## src/rtl/flash_erase_pkg.sv

```systemverilog
package flash_erase_pkg;

    localparam int PTR_W   = 22;
    localparam int BLK_LSB = 10;
    localparam int BLK_W   = PTR_W - BLK_LSB;
    localparam int SEL_W   = 3;

    typedef enum logic [SEL_W-1:0] {
        SEL_PTR_LO  = 3'd0,
        SEL_PTR_MID = 3'd1,
        SEL_PTR_UP  = 3'd2,
        SEL_CTRL    = 3'd3,
        SEL_KEY     = 3'd4
    } reg_sel_e;

    localparam int CTL_START = 1;
    localparam int CTL_WEN   = 2;
    localparam int CTL_ESEL  = 4;

    localparam logic [7:0] KEY_FIRST  = 8'h55;
    localparam logic [7:0] KEY_SECOND = 8'hAA;

    typedef enum logic [1:0] {
        UNL_IDLE  = 2'd0,
        UNL_GOT1  = 2'd1,
        UNL_ARMED = 2'd2
    } unlock_e;

    typedef struct packed {
        logic esel;
        logic wen;
    } ctrl_t;

    function automatic logic [7:0] ctrl_image(ctrl_t c, logic running);
        logic [7:0] v;
        v = '0;
        v[CTL_ESEL]  = c.esel;
        v[CTL_WEN]   = c.wen;
        v[CTL_START] = running;
        return v;
    endfunction

    function automatic logic [BLK_W-1:0] block_of(logic [PTR_W-1:0] p);
        return p[PTR_W-1:BLK_LSB];
    endfunction

endpackage

```

## src/rtl/flash_erase_regs.sv

```systemverilog
module flash_erase_regs
    import flash_erase_pkg::*;
(
    input  logic                 clk,
    input  logic                 rst,
    input  logic                 wr_en,
    input  logic [SEL_W-1:0]     sel,
    input  logic [7:0]           wdata,
    input  logic                 busy,
    output logic [PTR_W-1:0]     ptr,
    output ctrl_t                ctrl,
    output logic [7:0]           rdata
);
    localparam int UP_W = PTR_W - 16;

    logic wr_ok;
    assign wr_ok = wr_en && !busy;

    always_ff @(posedge clk) begin
        if (rst) begin
            ptr  <= '0;
            ctrl <= '0;
        end else if (wr_ok) begin
            case (reg_sel_e'(sel))
                SEL_PTR_LO:  ptr[7:0]       <= wdata;
                SEL_PTR_MID: ptr[15:8]      <= wdata;
                SEL_PTR_UP:  ptr[PTR_W-1:16] <= wdata[UP_W-1:0];
                SEL_CTRL: begin
                    ctrl.wen  <= wdata[CTL_WEN];
                    ctrl.esel <= wdata[CTL_ESEL];
                end
                default: ;
            endcase
        end
    end

    always_comb begin
        rdata = '0;
        case (reg_sel_e'(sel))
            SEL_PTR_LO:  rdata = ptr[7:0];
            SEL_PTR_MID: rdata = ptr[15:8];
            SEL_PTR_UP:  rdata = {{(8-UP_W){1'b0}}, ptr[PTR_W-1:16]};
            SEL_CTRL:    rdata = ctrl_image(ctrl, busy);
            default:     rdata = '0;
        endcase
    end

    AST_PTR_FROZEN: assert property (@(posedge clk) disable iff (rst)
        busy && $past(busy) |-> $stable(ptr)) else $error("ptr moved while busy");

endmodule

```

## src/rtl/flash_erase_unlock.sv

```systemverilog
module flash_erase_unlock
    import flash_erase_pkg::*;
(
    input  logic       clk,
    input  logic       rst,
    input  logic       key_wr,
    input  logic [7:0] key_data,
    input  logic       consume,
    output logic       armed
);
    unlock_e state, state_n;

    always_comb begin
        state_n = state;
        if (consume) begin
            state_n = UNL_IDLE;
        end else if (key_wr) begin
            case (state)
                UNL_IDLE:  state_n = (key_data == KEY_FIRST)  ? UNL_GOT1  : UNL_IDLE;
                UNL_GOT1:  state_n = (key_data == KEY_SECOND) ? UNL_ARMED : UNL_IDLE;
                default:   state_n = UNL_IDLE;
            endcase
        end
    end

    always_ff @(posedge clk) begin
        if (rst) state <= UNL_IDLE;
        else     state <= state_n;
    end

    assign armed = (state == UNL_ARMED);

    AST_ARM_AFTER_SECOND: assert property (@(posedge clk) disable iff (rst)
        $rose(armed) |-> $past(key_wr && key_data == KEY_SECOND)) else $error("armed without AA");

    AST_FIRST_AFTER_55: assert property (@(posedge clk) disable iff (rst)
        $rose(state == UNL_GOT1) |-> $past(key_wr && key_data == KEY_FIRST)) else $error("step one without 55");

    AST_ATTEMPT_DISARMS: assert property (@(posedge clk) disable iff (rst)
        consume |=> !armed) else $error("arming survived an attempt");

endmodule

```

## src/rtl/flash_erase_timer.sv

```systemverilog
module flash_erase_timer #(
    parameter int CYCLES = 64
) (
    input  logic clk,
    input  logic rst,
    input  logic start,
    output logic busy,
    output logic expiring,
    output logic done
);
    localparam int CNT_W = (CYCLES > 1) ? $clog2(CYCLES) : 1;
    localparam logic [CNT_W-1:0] LOAD = CNT_W'(CYCLES - 1);

    logic [CNT_W-1:0] cnt;

    assign expiring = busy && (cnt == '0);

    always_ff @(posedge clk) begin
        if (rst) begin
            busy <= 1'b0;
            cnt  <= '0;
            done <= 1'b0;
        end else begin
            done <= expiring;
            if (start && !busy) begin
                busy <= 1'b1;
                cnt  <= LOAD;
            end else if (expiring) begin
                busy <= 1'b0;
            end else if (busy) begin
                cnt <= cnt - 1'b1;
            end
        end
    end

    AST_DONE_FOLLOWS_BUSY: assert property (@(posedge clk) disable iff (rst)
        done |-> (!busy && $past(busy))) else $error("done without finished erase");

    AST_DONE_SINGLE: assert property (@(posedge clk) disable iff (rst)
        done |=> !done) else $error("done wider than a cycle");

    AST_BUSY_ENDS_BY_TIMER: assert property (@(posedge clk) disable iff (rst)
        $fell(busy) |-> $past(cnt == '0)) else $error("erase ended early");

endmodule

```

## src/rtl/flash_erase_ctl.sv

```systemverilog
module flash_erase_ctl
    import flash_erase_pkg::*;
#(
    parameter int ERASE_CYCLES = 64
) (
    input  logic                 clk,
    input  logic                 rst,
    input  logic                 bus_wr_en,
    input  logic [SEL_W-1:0]     bus_addr,
    input  logic [7:0]           bus_wdata,
    output logic [7:0]           bus_rdata,
    output logic                 stall,
    output logic                 done,
    output logic                 fl_erase_req,
    output logic [BLK_W-1:0]     fl_block,
    input  logic                 fl_ack
);
    logic [PTR_W-1:0] ptr;
    ctrl_t            ctrl;
    logic             busy;
    logic             expiring;
    logic             armed;
    logic             key_wr;
    logic             start_try;
    logic             start_ok;

    assign key_wr    = bus_wr_en && !busy && (bus_addr == SEL_KEY);
    assign start_try = bus_wr_en && !busy && (bus_addr == SEL_CTRL) && bus_wdata[CTL_START];
    assign start_ok  = start_try && armed && bus_wdata[CTL_WEN] && bus_wdata[CTL_ESEL];

    flash_erase_regs u_regs (
        .clk   (clk),
        .rst   (rst),
        .wr_en (bus_wr_en),
        .sel   (bus_addr),
        .wdata (bus_wdata),
        .busy  (busy),
        .ptr   (ptr),
        .ctrl  (ctrl),
        .rdata (bus_rdata)
    );

    flash_erase_unlock u_unlock (
        .clk      (clk),
        .rst      (rst),
        .key_wr   (key_wr),
        .key_data (bus_wdata),
        .consume  (start_try),
        .armed    (armed)
    );

    flash_erase_timer #(.CYCLES(ERASE_CYCLES)) u_timer (
        .clk      (clk),
        .rst      (rst),
        .start    (start_ok),
        .busy     (busy),
        .expiring (expiring),
        .done     (done)
    );

    always_ff @(posedge clk) begin
        if (rst) begin
            fl_erase_req <= 1'b0;
            fl_block     <= '0;
        end else if (start_ok) begin
            fl_erase_req <= 1'b1;
            fl_block     <= block_of(ptr);
        end else if (fl_ack || expiring) begin
            fl_erase_req <= 1'b0;
        end
    end

    assign stall = busy;

    AST_START_NEEDS_BITS: assert property (@(posedge clk) disable iff (rst)
        $rose(stall) |-> $past(bus_wr_en && bus_addr == SEL_CTRL && bus_wdata[CTL_WEN]
                                && bus_wdata[CTL_ESEL] && bus_wdata[CTL_START])) else $error("start without enable bits");

    AST_START_NEEDS_KEY: assert property (@(posedge clk) disable iff (rst)
        $rose(stall) |-> $past(armed)) else $error("start without key");

    AST_BLOCK_STABLE: assert property (@(posedge clk) disable iff (rst)
        stall && $past(stall) |-> $stable(fl_block)) else $error("block changed mid-erase");

    AST_REQ_INSIDE_STALL: assert property (@(posedge clk) disable iff (rst)
        fl_erase_req |-> stall) else $error("request outside erase");

    AST_REQ_DROPS_ON_ACK: assert property (@(posedge clk) disable iff (rst)
        fl_erase_req && fl_ack |=> !fl_erase_req) else $error("request held after ack");

endmodule

```

## config.mk

```make
export PLATFORM = sky130hd
export DESIGN_NAME = flash_erase_ctl
export DESIGN_NICKNAME = d
export VERILOG_FILES = /design/src/rtl/flash_erase_pkg.sv /design/src/rtl/flash_erase_regs.sv /design/src/rtl/flash_erase_unlock.sv /design/src/rtl/flash_erase_timer.sv /design/src/rtl/flash_erase_ctl.sv
export SDC_FILE = /design/constraint.sdc
export NUM_CORES = 1
export LEC_CHECK = 0
export BUFFER_PORTS_ARGS = -buffer_cell sky130_fd_sc_hd__buf_2
export CORE_MARGIN = 1
export CORE_UTILIZATION = 60
export CTS_CLUSTER_DIAMETER = 100
export DETAILED_ROUTE_END_ITERATION = 6
export PLACE_DENSITY = 0.84
export SLEW_MARGIN = 5
export SYNTH_ARGS = -nofsm -noshare
export SYNTH_HDL_FRONTEND = slang
export SYNTH_HIERARCHICAL = 1
export SYNTH_SLANG_ARGS = --single-unit
```

## constraint.sdc

```tcl
create_clock -name clk -period 3.4 [get_ports clk]
set_input_delay 0.34 -clock clk [delete_from_list [all_inputs] [get_ports clk]]
set_output_delay 0.34 -clock clk [all_outputs]
set_load 0.02 [all_outputs]
```

==> impl_results.html, run 1 <==
<table>
<tr><th>Metric</th><th>Value</th></tr>
<tr><th colspan="2">Pwr</th></tr>
<tr><td>Sequential share of power</td><td>0.576</td></tr>
<tr><td>Power density over the cells</td><td>361 nW/um^2</td></tr>
<tr><td>Switching fraction of total power</td><td>0.227</td></tr>
<tr><td>Internal power consumption</td><td>0.000752 W</td></tr>
<tr><td>Switch Pwr</td><td>0.000221 W</td></tr>
<tr><td>Worst ir drop on vdd</td><td>0.000284 V</td></tr>
<tr><td>Leakage</td><td>1.17 nW</td></tr>
<tr><td>Clk pwr share</td><td>0.344</td></tr>
<tr><td>Power share of the combinational group</td><td>0.080</td></tr>
<tr><th colspan="2">Worst setup path</th></tr>
<tr><td>CP startpoint</td><td>u_timer/busy</td></tr>
<tr><td>Gate family responsible for the most delay along the worst path</td><td>simple AND/OR/NAND/NOR gates</td></tr>
<tr><td>CP bufs+invs</td><td>0</td></tr>
<tr><td>Maximum net fanout on the critical path</td><td>15</td></tr>
<tr><td>Critical Path Source Type</td><td>flip-flop</td></tr>
<tr><td>Capturing element type of the critical path</td><td>flip-flop</td></tr>
<tr><td>Class of the most critical setup path</td><td>reg2reg</td></tr>
<tr><td>Cell count of the worst reg-to-reg path</td><td>5</td></tr>
<tr><td>Worst reg2reg setup slack</td><td>1.20 ns</td></tr>
<tr><td>Data arrival time at the worst-slack endpoint</td><td>2.40 ns</td></tr>
<tr><td>Worst flop-to-flop path startpoint</td><td>u_timer/busy</td></tr>
<tr><td>Sequence of cells on the critical path</td><td>nand2b_1 -&gt; nor4b_1 -&gt; nand4b_1 -&gt; or4_1 -&gt; a211oi_2</td></tr>
<tr><td>Reg-to-Reg End</td><td>u_unlock/state[1]</td></tr>
<tr><td>Number of stages on the worst setup path</td><td>5</td></tr>
<tr><td>Critical-path top delay cell</td><td>sky130_fd_sc_hd__nor4b_1</td></tr>
<tr><td>Worst path required time</td><td>between 3 and 4 ns</td></tr>
<tr><td>Worst setup path endpoint</td><td>u_unlock/state[1]</td></tr>
<tr><td>Max incr delay on CP</td><td>0.53 ns</td></tr>
<tr><th colspan="2">Logic synthesis</th></tr>
<tr><td>Syn. warnings</td><td>6</td></tr>
<tr><td>Prevailing post-synth register cell</td><td>sky130_fd_sc_hd__dfxtp_1</td></tr>
<tr><td>Library cell occupying the most area in the post-synthesis netlist</td><td>sky130_fd_sc_hd__dfxtp_1</td></tr>
<tr><td>Synthesized Nets</td><td>258</td></tr>
<tr><td>Area share of the leading cell type in the synthesized netlist</td><td>0.384</td></tr>
<tr><td>Number of enable-type register cells in the synthesized netlist</td><td>0</td></tr>
<tr><td>Number of storage elements in the synthesis netlist</td><td>47</td></tr>
<tr><td>Post-Syn Area</td><td>2450 sq um</td></tr>
<tr><td>Synth Area per Inst</td><td>10.2 sq um</td></tr>
<tr><td>Most frequent cells after synthesis</td><td>sky130_fd_sc_hd__nand2b_1 (59), sky130_fd_sc_hd__dfxtp_1 (47), sky130_fd_sc_hd__mux2i_1 (41)</td></tr>
<tr><td>Post-synthesis cell type count</td><td>50</td></tr>
<tr><td>Most numerous cell in the Yosys netlist</td><td>sky130_fd_sc_hd__nand2b_1</td></tr>
<tr><td>Proportion of synthesized chip area in sequential cells</td><td>0.384</td></tr>
<tr><td>Cells after Synth</td><td>241</td></tr>
<tr><td>Main area contributors after synthesis</td><td>sky130_fd_sc_hd__dfxtp_1 (38%), sky130_fd_sc_hd__mux2i_1 (17%), sky130_fd_sc_hd__nand2b_1 (15%), sky130_fd_sc_hd__mux4_2 (2.8%), sky130_fd_sc_hd__nor2b_1 (1.8%)</td></tr>
<tr><td>Proportion of synthesized flip-flops having asynchronous set or reset</td><td>0</td></tr>
<tr><th colspan="2">STA</th></tr>
<tr><td>Worst Tran Pin Value</td><td>0.861 ns</td></tr>
<tr><td>Sum Neg Setup Slack</td><td>0 ns</td></tr>
<tr><td>Highest attainable clock frequency</td><td>455 MHz</td></tr>
<tr><td>Number of max-slew violations in the final report</td><td>0</td></tr>
<tr><td>Relative max-transition margin</td><td>0.426</td></tr>
<tr><td>Final Cycle Share</td><td>0.646</td></tr>
<tr><td>Hold violation total from the final report</td><td>0</td></tr>
<tr><td>Post-route setup slack</td><td>1.20 ns</td></tr>
<tr><td>Crit path time final</td><td>2.20 ns</td></tr>
<tr><td>Setup-failing EPs final</td><td>0</td></tr>
<tr><td>Clock Skews</td><td>a little over 0.005 ns</td></tr>
<tr><td>Setup repair after global routing missed its margin</td><td>false</td></tr>
<tr><th colspan="2">Floorplan</th></tr>
<tr><td>Site Rows</td><td>22</td></tr>
<tr><td>I/O pins</td><td>38</td></tr>
<tr><td>Initial cell density of the core</td><td>0.646</td></tr>
<tr><td>Die extent in y</td><td>65.9 um</td></tr>
<tr><td>Floorplan Core Area</td><td>3800 sq um</td></tr>
<tr><td>Horizontal die dimension</td><td>65.9 um</td></tr>
<tr><td>Total Die Area</td><td>4350 sq um</td></tr>
<tr><th colspan="2">Routing</th></tr>
<tr><td>Number of remaining DRC errors</td><td>0</td></tr>
<tr><td>Wire length reported by the detailed router</td><td>4760 um</td></tr>
<tr><td>Routed length per placed instance</td><td>14.9 um</td></tr>
<tr><td>Detailed Route Iter0 Violations</td><td>114</td></tr>
<tr><td>DR pass1 iterations</td><td>4</td></tr>
<tr><td>Via count</td><td>between 1.5k and 2k</td></tr>
<tr><td>Antenna Violating Nets Remaining</td><td>0</td></tr>
<tr><td>Detail-routed via count per cell</td><td>5.62</td></tr>
<tr><th colspan="2">Clock network</th></tr>
<tr><td>Number of hold buffers added after CTS</td><td>0</td></tr>
<tr><td>Clk sink count</td><td>47</td></tr>
<tr><td>Library cell used as clock root buffer</td><td>sky130_fd_sc_hd__clkbuf_8</td></tr>
<tr><td>Level count of the clock H-tree</td><td>2</td></tr>
<tr><td>PostCTS Resize Cnt</td><td>0</td></tr>
<tr><td>Post-CTS Repair Setup Buffers</td><td>0</td></tr>
<tr><td>Clock latency on the worst-skew pair</td><td>0.29 ns</td></tr>
<tr><td>Number of buffers inserted during clock tree synthesis</td><td>5</td></tr>
<tr><td>TritonCTS clock tree</td><td>built</td></tr>
<tr><td>Clock-pin slew on the worst setup and hold paths</td><td>0.08 ns</td></tr>
<tr><td>Buffers from clock root to sink, at most</td><td>2</td></tr>
<tr><th colspan="2">Finish</th></tr>
<tr><td>Fill cell count</td><td>about 300</td></tr>
<tr><td>Multi-input logic area</td><td>approximately 1400 sq um</td></tr>
<tr><td>Area used by sequential logic in the layout</td><td>941 sq um</td></tr>
<tr><td># diodes</td><td>0</td></tr>
<tr><td>Total Nets Final</td><td>between 200 and 300</td></tr>
<tr><td>Synth-to-Final Area Change</td><td>9.90%</td></tr>
<tr><td>Fraction of layout instances using a drive strength above 1</td><td>0.213</td></tr>
<tr><th colspan="2">Min path</th></tr>
<tr><td>Class of the worst hold path</td><td>in2reg</td></tr>
<tr><th colspan="2">GRT</th></tr>
<tr><td>Largest net degree at the start of global routing</td><td>68</td></tr>
<tr><td>Wire length of the first global-routing pass</td><td>between 7000 and 8000 um</td></tr>
<tr><td>Overall Global Routing Usage</td><td>0.241</td></tr>
<tr><td>Overflow left after global routing</td><td>0</td></tr>
<tr><td>Number of antenna violations at the first check in global routing</td><td>0</td></tr>
<tr><td>Via count of the first global-routing pass</td><td>1657</td></tr>
<tr><th colspan="2">Placement</th></tr>
<tr><td>Final HPWL DP</td><td>3350 um</td></tr>
<tr><td>Total of buffers placed on input and output ports</td><td>37</td></tr>
<tr><td>Gpl congestion</td><td>0.888</td></tr>
<tr><td>Worst slack at placement</td><td>1.27 ns</td></tr>
<tr><th colspan="2">Flow run</th></tr>
<tr><td>Max_cap viols</td><td>0</td></tr>
<tr><th colspan="2">Outcome</th></tr>
<tr><td>Status</td><td>finished clean</td></tr>
</table>
[worst reg2reg max path: stages (launching register included)]
cell,delay (ns)
sky130_fd_sc_hd__dfxtp_1,0.49
sky130_fd_sc_hd__nand2b_1,0.30
sky130_fd_sc_hd__nor4b_1,0.53
sky130_fd_sc_hd__nand4b_1,0.15
sky130_fd_sc_hd__or4_1,0.44
sky130_fd_sc_hd__a211oi_2,0.21
[metrics by stage]
stage               instances  area [sq um]   util  power (W)  hold slack [ns]
detailed placement        313          2610  0.686   0.000651            0.459
finish                    320          2700  0.709   0.000972            0.361
global route              320          2700  0.709    0.00101            0.367
global placement          313          2610  0.686   0.000650            0.457
floorplan                 241          2450      -   0.000628            0.405
CTS                       320          2700  0.709   0.000976            0.358
[power groups by stage]
stage          Clock [W]  Combinational, W  Sequential (W)
2_1_floorplan          0         0.0000558        0.000572
5_1_grt         0.000363         0.0000838        0.000562
4_1_cts         0.000338         0.0000776        0.000561
3_3_place_gp           0         0.0000766        0.000573
3_5_place_dp           0         0.0000775        0.000574
6_report        0.000334         0.0000778        0.000561
[state kept, by name, indices dropped and copies added (netlist names)]
signal / flops
u_timer/busy: 1
u_unlock/state: 2
u_regs/ptr: 22
u_regs/ctrl: 2
u_timer/cnt: 6
fl_erase_req: 1
u_timer/done: 1
fl_block: 12
[worst min-delay path by stage]
stage	start	to	slack, ns	cells past startpoint
after floorplan	rst	u_unlock/state[1]	0.40	1
after global placement	u_regs/ptr[5]	u_regs/ptr[5]	0.46	2
after detailed placement	fl_block[4]	fl_block[4]	0.46	2
after CTS	fl_ack	fl_erase_req	0.36	3
after global routing	fl_ack	fl_erase_req	0.37	3
final	fl_ack	fl_erase_req	0.36	3
[cells by family after synthesis]
kind of cell / share of synthesized area
fa+ha+maj: 0.0102
flops: 0.384
compound gates: 0.0704
mux: 0.195
buf+inv: 0.0459
simple gates: 0.295
[placed cells by master (no fill, tap or decap), types with 3 or more instances in the layout]
cell / count
sky130_fd_sc_hd__nor2b_1: 7
sky130_fd_sc_hd__mux2i_1: 41
sky130_fd_sc_hd__o31ai_1: 3
sky130_fd_sc_hd__nor4_1: 3
sky130_fd_sc_hd__nand2b_1: 59
sky130_fd_sc_hd__buf_2: 37
sky130_fd_sc_hd__nor2_1: 9
sky130_fd_sc_hd__clkbuf_8: 6
sky130_fd_sc_hd__inv_1: 4
sky130_fd_sc_hd__dfxtp_1: 47
sky130_fd_sc_hd__nor3_1: 7
sky130_fd_sc_hd__a2bb2oi_1: 3
sky130_fd_sc_hd__mux4_2: 3
[area by class of cell]
type / instances / area share
clock inverters: 1 / 0.00186
repair buffers: 38 / 0.0715
flip-flops and latches: 47 / 0.349
well taps: 48 / 0.0223
multi-input cells: 176 / 0.519
clock buffers: 6 / 0.0306
inverters: 4 / 0.00557
[routing by layer]
layer,track usage,vias up,share of wire
li1,-,915,-
met5,0,-,0
met2,0.372,52,0.43
met1,0.349,824,0.51
met3,0.0466,7,0.046
met4,0.0479,0,0.0092
(Power assumes the default switching activity.)
==> run 2, diff against run 1 <==
ABC_AREA = 1   (was default)
CORE_UTILIZATION = 57   (was 60)
PLACE_DENSITY = 0.8   (was 0.84)
clock period = 2.1 ns   (was 3.4 ns; I/O delays follow)
==> run 2 against run 1 <==
Worst setup slack worse by 0.73 ns. Clock power up 100%. Wire length rose by 18%. Fmax is 35% higher. Non-clock buffer count up 4. First-iteration DRC count up 39%. Power up 81%. Count of clock-buffer cells in the layout unchanged. Area after synthesis is 6.8% higher. Clock skew decreased by 0.0023 ns. Largest cell class unchanged.
==> impl_results.html, run 2 <==
<table>
<tr><th>Metric</th><th>Value</th></tr>
<tr><th colspan="2">STA</th></tr>
<tr><td>Sum Neg Setup Slack</td><td>0 ns</td></tr>
<tr><td>Setup repair after global routing missed its margin</td><td>false</td></tr>
<tr><td>Clock Skews</td><td>0.00288 ns</td></tr>
<tr><td>Post-route setup slack</td><td>0.473 ns</td></tr>
<tr><td>Relative max-transition margin</td><td>0.552</td></tr>
<tr><td>Final Cycle Share</td><td>0.775</td></tr>
<tr><td>Worst Tran Pin Value</td><td>0.672 ns</td></tr>
<tr><td>Setup-failing EPs final</td><td>0</td></tr>
<tr><td>Number of max-slew violations in the final report</td><td>0</td></tr>
<tr><td>Crit path time final</td><td>~1.6 ns</td></tr>
<tr><td>Hold violation total from the final report</td><td>0</td></tr>
<tr><td>Highest attainable clock frequency</td><td>615 MHz</td></tr>
<tr><th colspan="2">Logic synthesis</th></tr>
<tr><td>Proportion of synthesized area in mux cells</td><td>0</td></tr>
<tr><td>Proportion of synthesized flip-flops having asynchronous set or reset</td><td>0</td></tr>
<tr><td>Post-synthesis simple-gate area fraction</td><td>0.468</td></tr>
<tr><td>Area share of the leading cell type in the synthesized netlist</td><td>0.359</td></tr>
<tr><td>Proportion of synthesized chip area in sequential cells</td><td>0.359</td></tr>
<tr><td>Synth Area per Inst</td><td>6.43 sq um</td></tr>
<tr><td>Most frequent cells after synthesis</td><td>sky130_fd_sc_hd__nand2_1 (96), sky130_fd_sc_hd__nor2_1 (72), sky130_fd_sc_hd__inv_1 (71)</td></tr>
<tr><td>Area fraction in compound gates after synthesis</td><td>0.0186</td></tr>
<tr><td>Main area contributors after synthesis</td><td>sky130_fd_sc_hd__dfxtp_1 (36%), sky130_fd_sc_hd__nand2_1 (14%), sky130_fd_sc_hd__nor2_1 (10%), sky130_fd_sc_hd__inv_1 (10%), sky130_fd_sc_hd__nand4_1 (7.2%)</td></tr>
<tr><td>Main combinational cell family by area after synthesis</td><td>simple AND/OR/NAND/NOR gates</td></tr>
<tr><td>Most numerous cell in the Yosys netlist</td><td>sky130_fd_sc_hd__nand2_1</td></tr>
<tr><td>Synthesized Nets</td><td>around 420</td></tr>
<tr><td>Share of synthesized cell area in full adder, half adder and majority cells</td><td>0.00956</td></tr>
<tr><td>Number of enable-type register cells in the synthesized netlist</td><td>0</td></tr>
<tr><td>Post-Syn Area</td><td>2620 sq um</td></tr>
<tr><td>Syn. warnings</td><td>6</td></tr>
<tr><td>Number of storage elements in the synthesis netlist</td><td>47</td></tr>
<tr><td>Cells after Synth</td><td>407</td></tr>
<tr><td>Library cell occupying the most area in the post-synthesis netlist</td><td>sky130_fd_sc_hd__dfxtp_1</td></tr>
<tr><td>Prevailing post-synth register cell</td><td>sky130_fd_sc_hd__dfxtp_1</td></tr>
<tr><td>Post-synthesis cell type count</td><td>26</td></tr>
<tr><td>Share of the synthesized netlist area taken by xor and xnor gates</td><td>0</td></tr>
<tr><th colspan="2">Worst setup path</th></tr>
<tr><td>Critical Path Source Type</td><td>flip-flop</td></tr>
<tr><td>Worst path required time</td><td>2.28 ns</td></tr>
<tr><td>Maximum net fanout on the critical path</td><td>12</td></tr>
<tr><td>Cell count of the worst reg-to-reg path</td><td>7</td></tr>
<tr><td>Worst flop-to-flop path startpoint</td><td>u_timer/busy</td></tr>
<tr><td>Class of the most critical setup path</td><td>reg2reg</td></tr>
<tr><td>Capturing element type of the critical path</td><td>flip-flop</td></tr>
<tr><td>Reg-to-Reg End</td><td>u_timer/cnt[0]</td></tr>
<tr><td>Data arrival time at the worst-slack endpoint</td><td>approximately 1.8 ns</td></tr>
<tr><td>CP startpoint</td><td>u_timer/busy</td></tr>
<tr><td>Worst reg2reg setup slack</td><td>0.47 ns</td></tr>
<tr><th colspan="2">Routing</th></tr>
<tr><td>Wire length reported by the detailed router</td><td>roughly 5600 um</td></tr>
<tr><td>DR pass1 iterations</td><td>4</td></tr>
<tr><td>Detail-routed via count per cell</td><td>~5</td></tr>
<tr><td>Antenna Violating Nets Remaining</td><td>0</td></tr>
<tr><td>Number of remaining DRC errors</td><td>0</td></tr>
<tr><td>Routed length per placed instance</td><td>11.4 um</td></tr>
<tr><td>Via count</td><td>2488</td></tr>
<tr><td>Detailed Route Iter0 Violations</td><td>159</td></tr>
<tr><th colspan="2">GRT</th></tr>
<tr><td>Overflow left after global routing</td><td>0</td></tr>
<tr><td>Overall Global Routing Usage</td><td>0.246</td></tr>
<tr><td>Number of antenna violations at the first check in global routing</td><td>0</td></tr>
<tr><td>Largest net degree at the start of global routing</td><td>25</td></tr>
<tr><td>Via count of the first global-routing pass</td><td>around 2.2k</td></tr>
<tr><td>Wire length of the first global-routing pass</td><td>9740 um</td></tr>
<tr><th colspan="2">Floorplan</th></tr>
<tr><td>Floorplan Core Area</td><td>about 4400 sq um</td></tr>
<tr><td>I/O pins</td><td>38</td></tr>
<tr><td>Site Rows</td><td>24</td></tr>
<tr><td>Horizontal die dimension</td><td>69.8 um</td></tr>
<tr><td>Total Die Area</td><td>4870 sq um</td></tr>
<tr><td>Die extent in y</td><td>approximately 70 um</td></tr>
<tr><td>Initial cell density of the core</td><td>0.597</td></tr>
<tr><th colspan="2">Min path</th></tr>
<tr><td>Hold path depth</td><td>4</td></tr>
<tr><td>Sink of the worst hold path</td><td>fl_erase_req</td></tr>
<tr><td>Worst Min Path Start</td><td>fl_ack</td></tr>
<tr><td>Class of the worst hold path</td><td>in2reg</td></tr>
<tr><th colspan="2">Placement</th></tr>
<tr><td>Worst slack at placement</td><td>approximately 0.32 ns</td></tr>
<tr><td>Total of buffers placed on input and output ports</td><td>37</td></tr>
<tr><td>Gpl congestion</td><td>between 0.8 and 0.9</td></tr>
<tr><td>Final HPWL DP</td><td>4220 um</td></tr>
<tr><th colspan="2">Clock network</th></tr>
<tr><td>Clock-pin slew on the worst setup and hold paths</td><td>0.08 ns</td></tr>
<tr><td>Post-CTS Repair Setup Buffers</td><td>0</td></tr>
<tr><td>Clock latency on the worst-skew pair</td><td>0.29 ns</td></tr>
<tr><td>Library cell used as clock root buffer</td><td>sky130_fd_sc_hd__clkbuf_8</td></tr>
<tr><td>PostCTS Resize Cnt</td><td>0</td></tr>
<tr><td>Buffers from clock root to sink, at most</td><td>2</td></tr>
<tr><td>Level count of the clock H-tree</td><td>2</td></tr>
<tr><td>Number of buffers inserted during clock tree synthesis</td><td>5</td></tr>
<tr><td>Clk sink count</td><td>47</td></tr>
<tr><td>TritonCTS clock tree</td><td>built</td></tr>
<tr><td>Number of hold buffers added after CTS</td><td>0</td></tr>
<tr><th colspan="2">Finish</th></tr>
<tr><td>Max reg flops</td><td>22</td></tr>
<tr><td>Fill cell count</td><td>388</td></tr>
<tr><td>Commonest non-fill, non-tap cells in the layout</td><td>sky130_fd_sc_hd__nand2_1 (96), sky130_fd_sc_hd__nor2_1 (72), sky130_fd_sc_hd__inv_1 (71)</td></tr>
<tr><td>Total Nets Final</td><td>457</td></tr>
<tr><td>Most common cell after layout, fill and taps aside</td><td>sky130_fd_sc_hd__nand2_1</td></tr>
<tr><td>Area used by sequential logic in the layout</td><td>about 940 sq um</td></tr>
<tr><td>Fraction of layout instances using a drive strength above 1</td><td>0.177</td></tr>
<tr><td>Multi-input logic area</td><td>1300 sq um</td></tr>
<tr><td>Synth-to-Final Area Change</td><td>11.6%</td></tr>
<tr><td>Reg with most FFs</td><td>u_regs/ptr</td></tr>
<tr><td># diodes</td><td>0</td></tr>
<tr><td>Registers with the most flip-flops</td><td>u_regs/ptr x22, fl_block x12, u_timer/cnt x6</td></tr>
<tr><th colspan="2">Pwr</th></tr>
<tr><td>Power density over the cells</td><td>602 nW/um^2</td></tr>
<tr><td>Leakage</td><td>roughly 1.4 nW</td></tr>
<tr><td>Worst ir drop on vdd</td><td>between 0.0003 and 0.0004 V</td></tr>
<tr><th colspan="2">Outcome</th></tr>
<tr><td>Status</td><td>finished clean</td></tr>
<tr><th colspan="2">Flow run</th></tr>
<tr><td>Max_cap viols</td><td>0</td></tr>
</table>
==> run 2: cell types whose count changed in the layout (fill, tap and decap cells not counted), sizes merged, moves of 4 or more <==
cell / previous run / this run
nor2: 9 / 83
nand4: 1 / 31
a21oi: 1 / 9
nor2b: 8 / 0
nand2b: 59 / 0
inv: 4 / 74
mux2i: 41 / 0
nor3: 8 / 3
buf: 38 / 42
nand3: 2 / 34
nand2: 2 / 104
==> run 2: report_power, final <==
group          leakage (nW)  internal (W)  switching, W
clock                0.0612      0.000385      0.000284
sequential            0.380      0.000906     0.0000105
combinational          1.01     0.0000528      0.000121
total                  1.45       0.00134      0.000415
==> run 2: worst max-delay path by stage <==
stage | to | slack [ns] | cells past startpoint
2_1_floorplan | u_timer/cnt[3] | 0.50 | 9
3_3_place_gp | u_timer/cnt[5] | 0.41 | 9
3_5_place_dp | u_timer/cnt[4] | 0.32 | 9
4_1_cts | u_timer/cnt[0] | 0.49 | 7
5_1_grt | u_timer/cnt[5] | 0.27 | 10
6_report | u_timer/cnt[0] | 0.47 | 7
==> run 2: cells by family after synthesis <==
kind of cell             after synthesis
AO/OA/AOI/OAI                          9
adder cells (fa/ha/maj)                2
buffers and inverters                 90
flip-flops                            47
AND/OR/NAND/NOR                      259
==> run 2: routing by layer <==
layer  routed length [um]  global-route usage  part of all wire
met1                 2610               0.320              0.46
met2                 2750               0.411              0.49
met3                  180              0.0465             0.032
met4                   92              0.0800             0.016
met5                    0                   0                 0
==> run 2: worst max-delay path, stage by stage (launching register included) <==
cell                      delay, ns
sky130_fd_sc_hd__dfxtp_1       0.57
sky130_fd_sc_hd__nor2_2        0.13
sky130_fd_sc_hd__nand3_2       0.10
sky130_fd_sc_hd__inv_1         0.04
sky130_fd_sc_hd__nand2_1       0.34
sky130_fd_sc_hd__nand2_4       0.13
sky130_fd_sc_hd__nor2_1        0.15
sky130_fd_sc_hd__nor3_2        0.05
==> run 2: through the flow <==
stage          area [sq um]  power [W]  hold slack (ns)  instances   util
2_1_floorplan          2620    0.00106            0.279        407      -
3_5_place_dp           2810    0.00111            0.473        485  0.640
6_report               2920    0.00176            0.193        493  0.667
5_1_grt                2920    0.00184            0.227        493  0.667
4_1_cts                2920    0.00178            0.191        493  0.667
3_3_place_gp           2810    0.00111            0.466        485  0.640
==> run 2: final cells by class <==
type | instances | area share
multi-input cells | 270 | 0.444
inverters | 74 | 0.0950
flip-flops and latches | 47 | 0.322
well taps | 52 | 0.0223
clock inverters | 2 | 0.0120
repair buffers | 42 | 0.0762
clock buffers | 6 | 0.0283
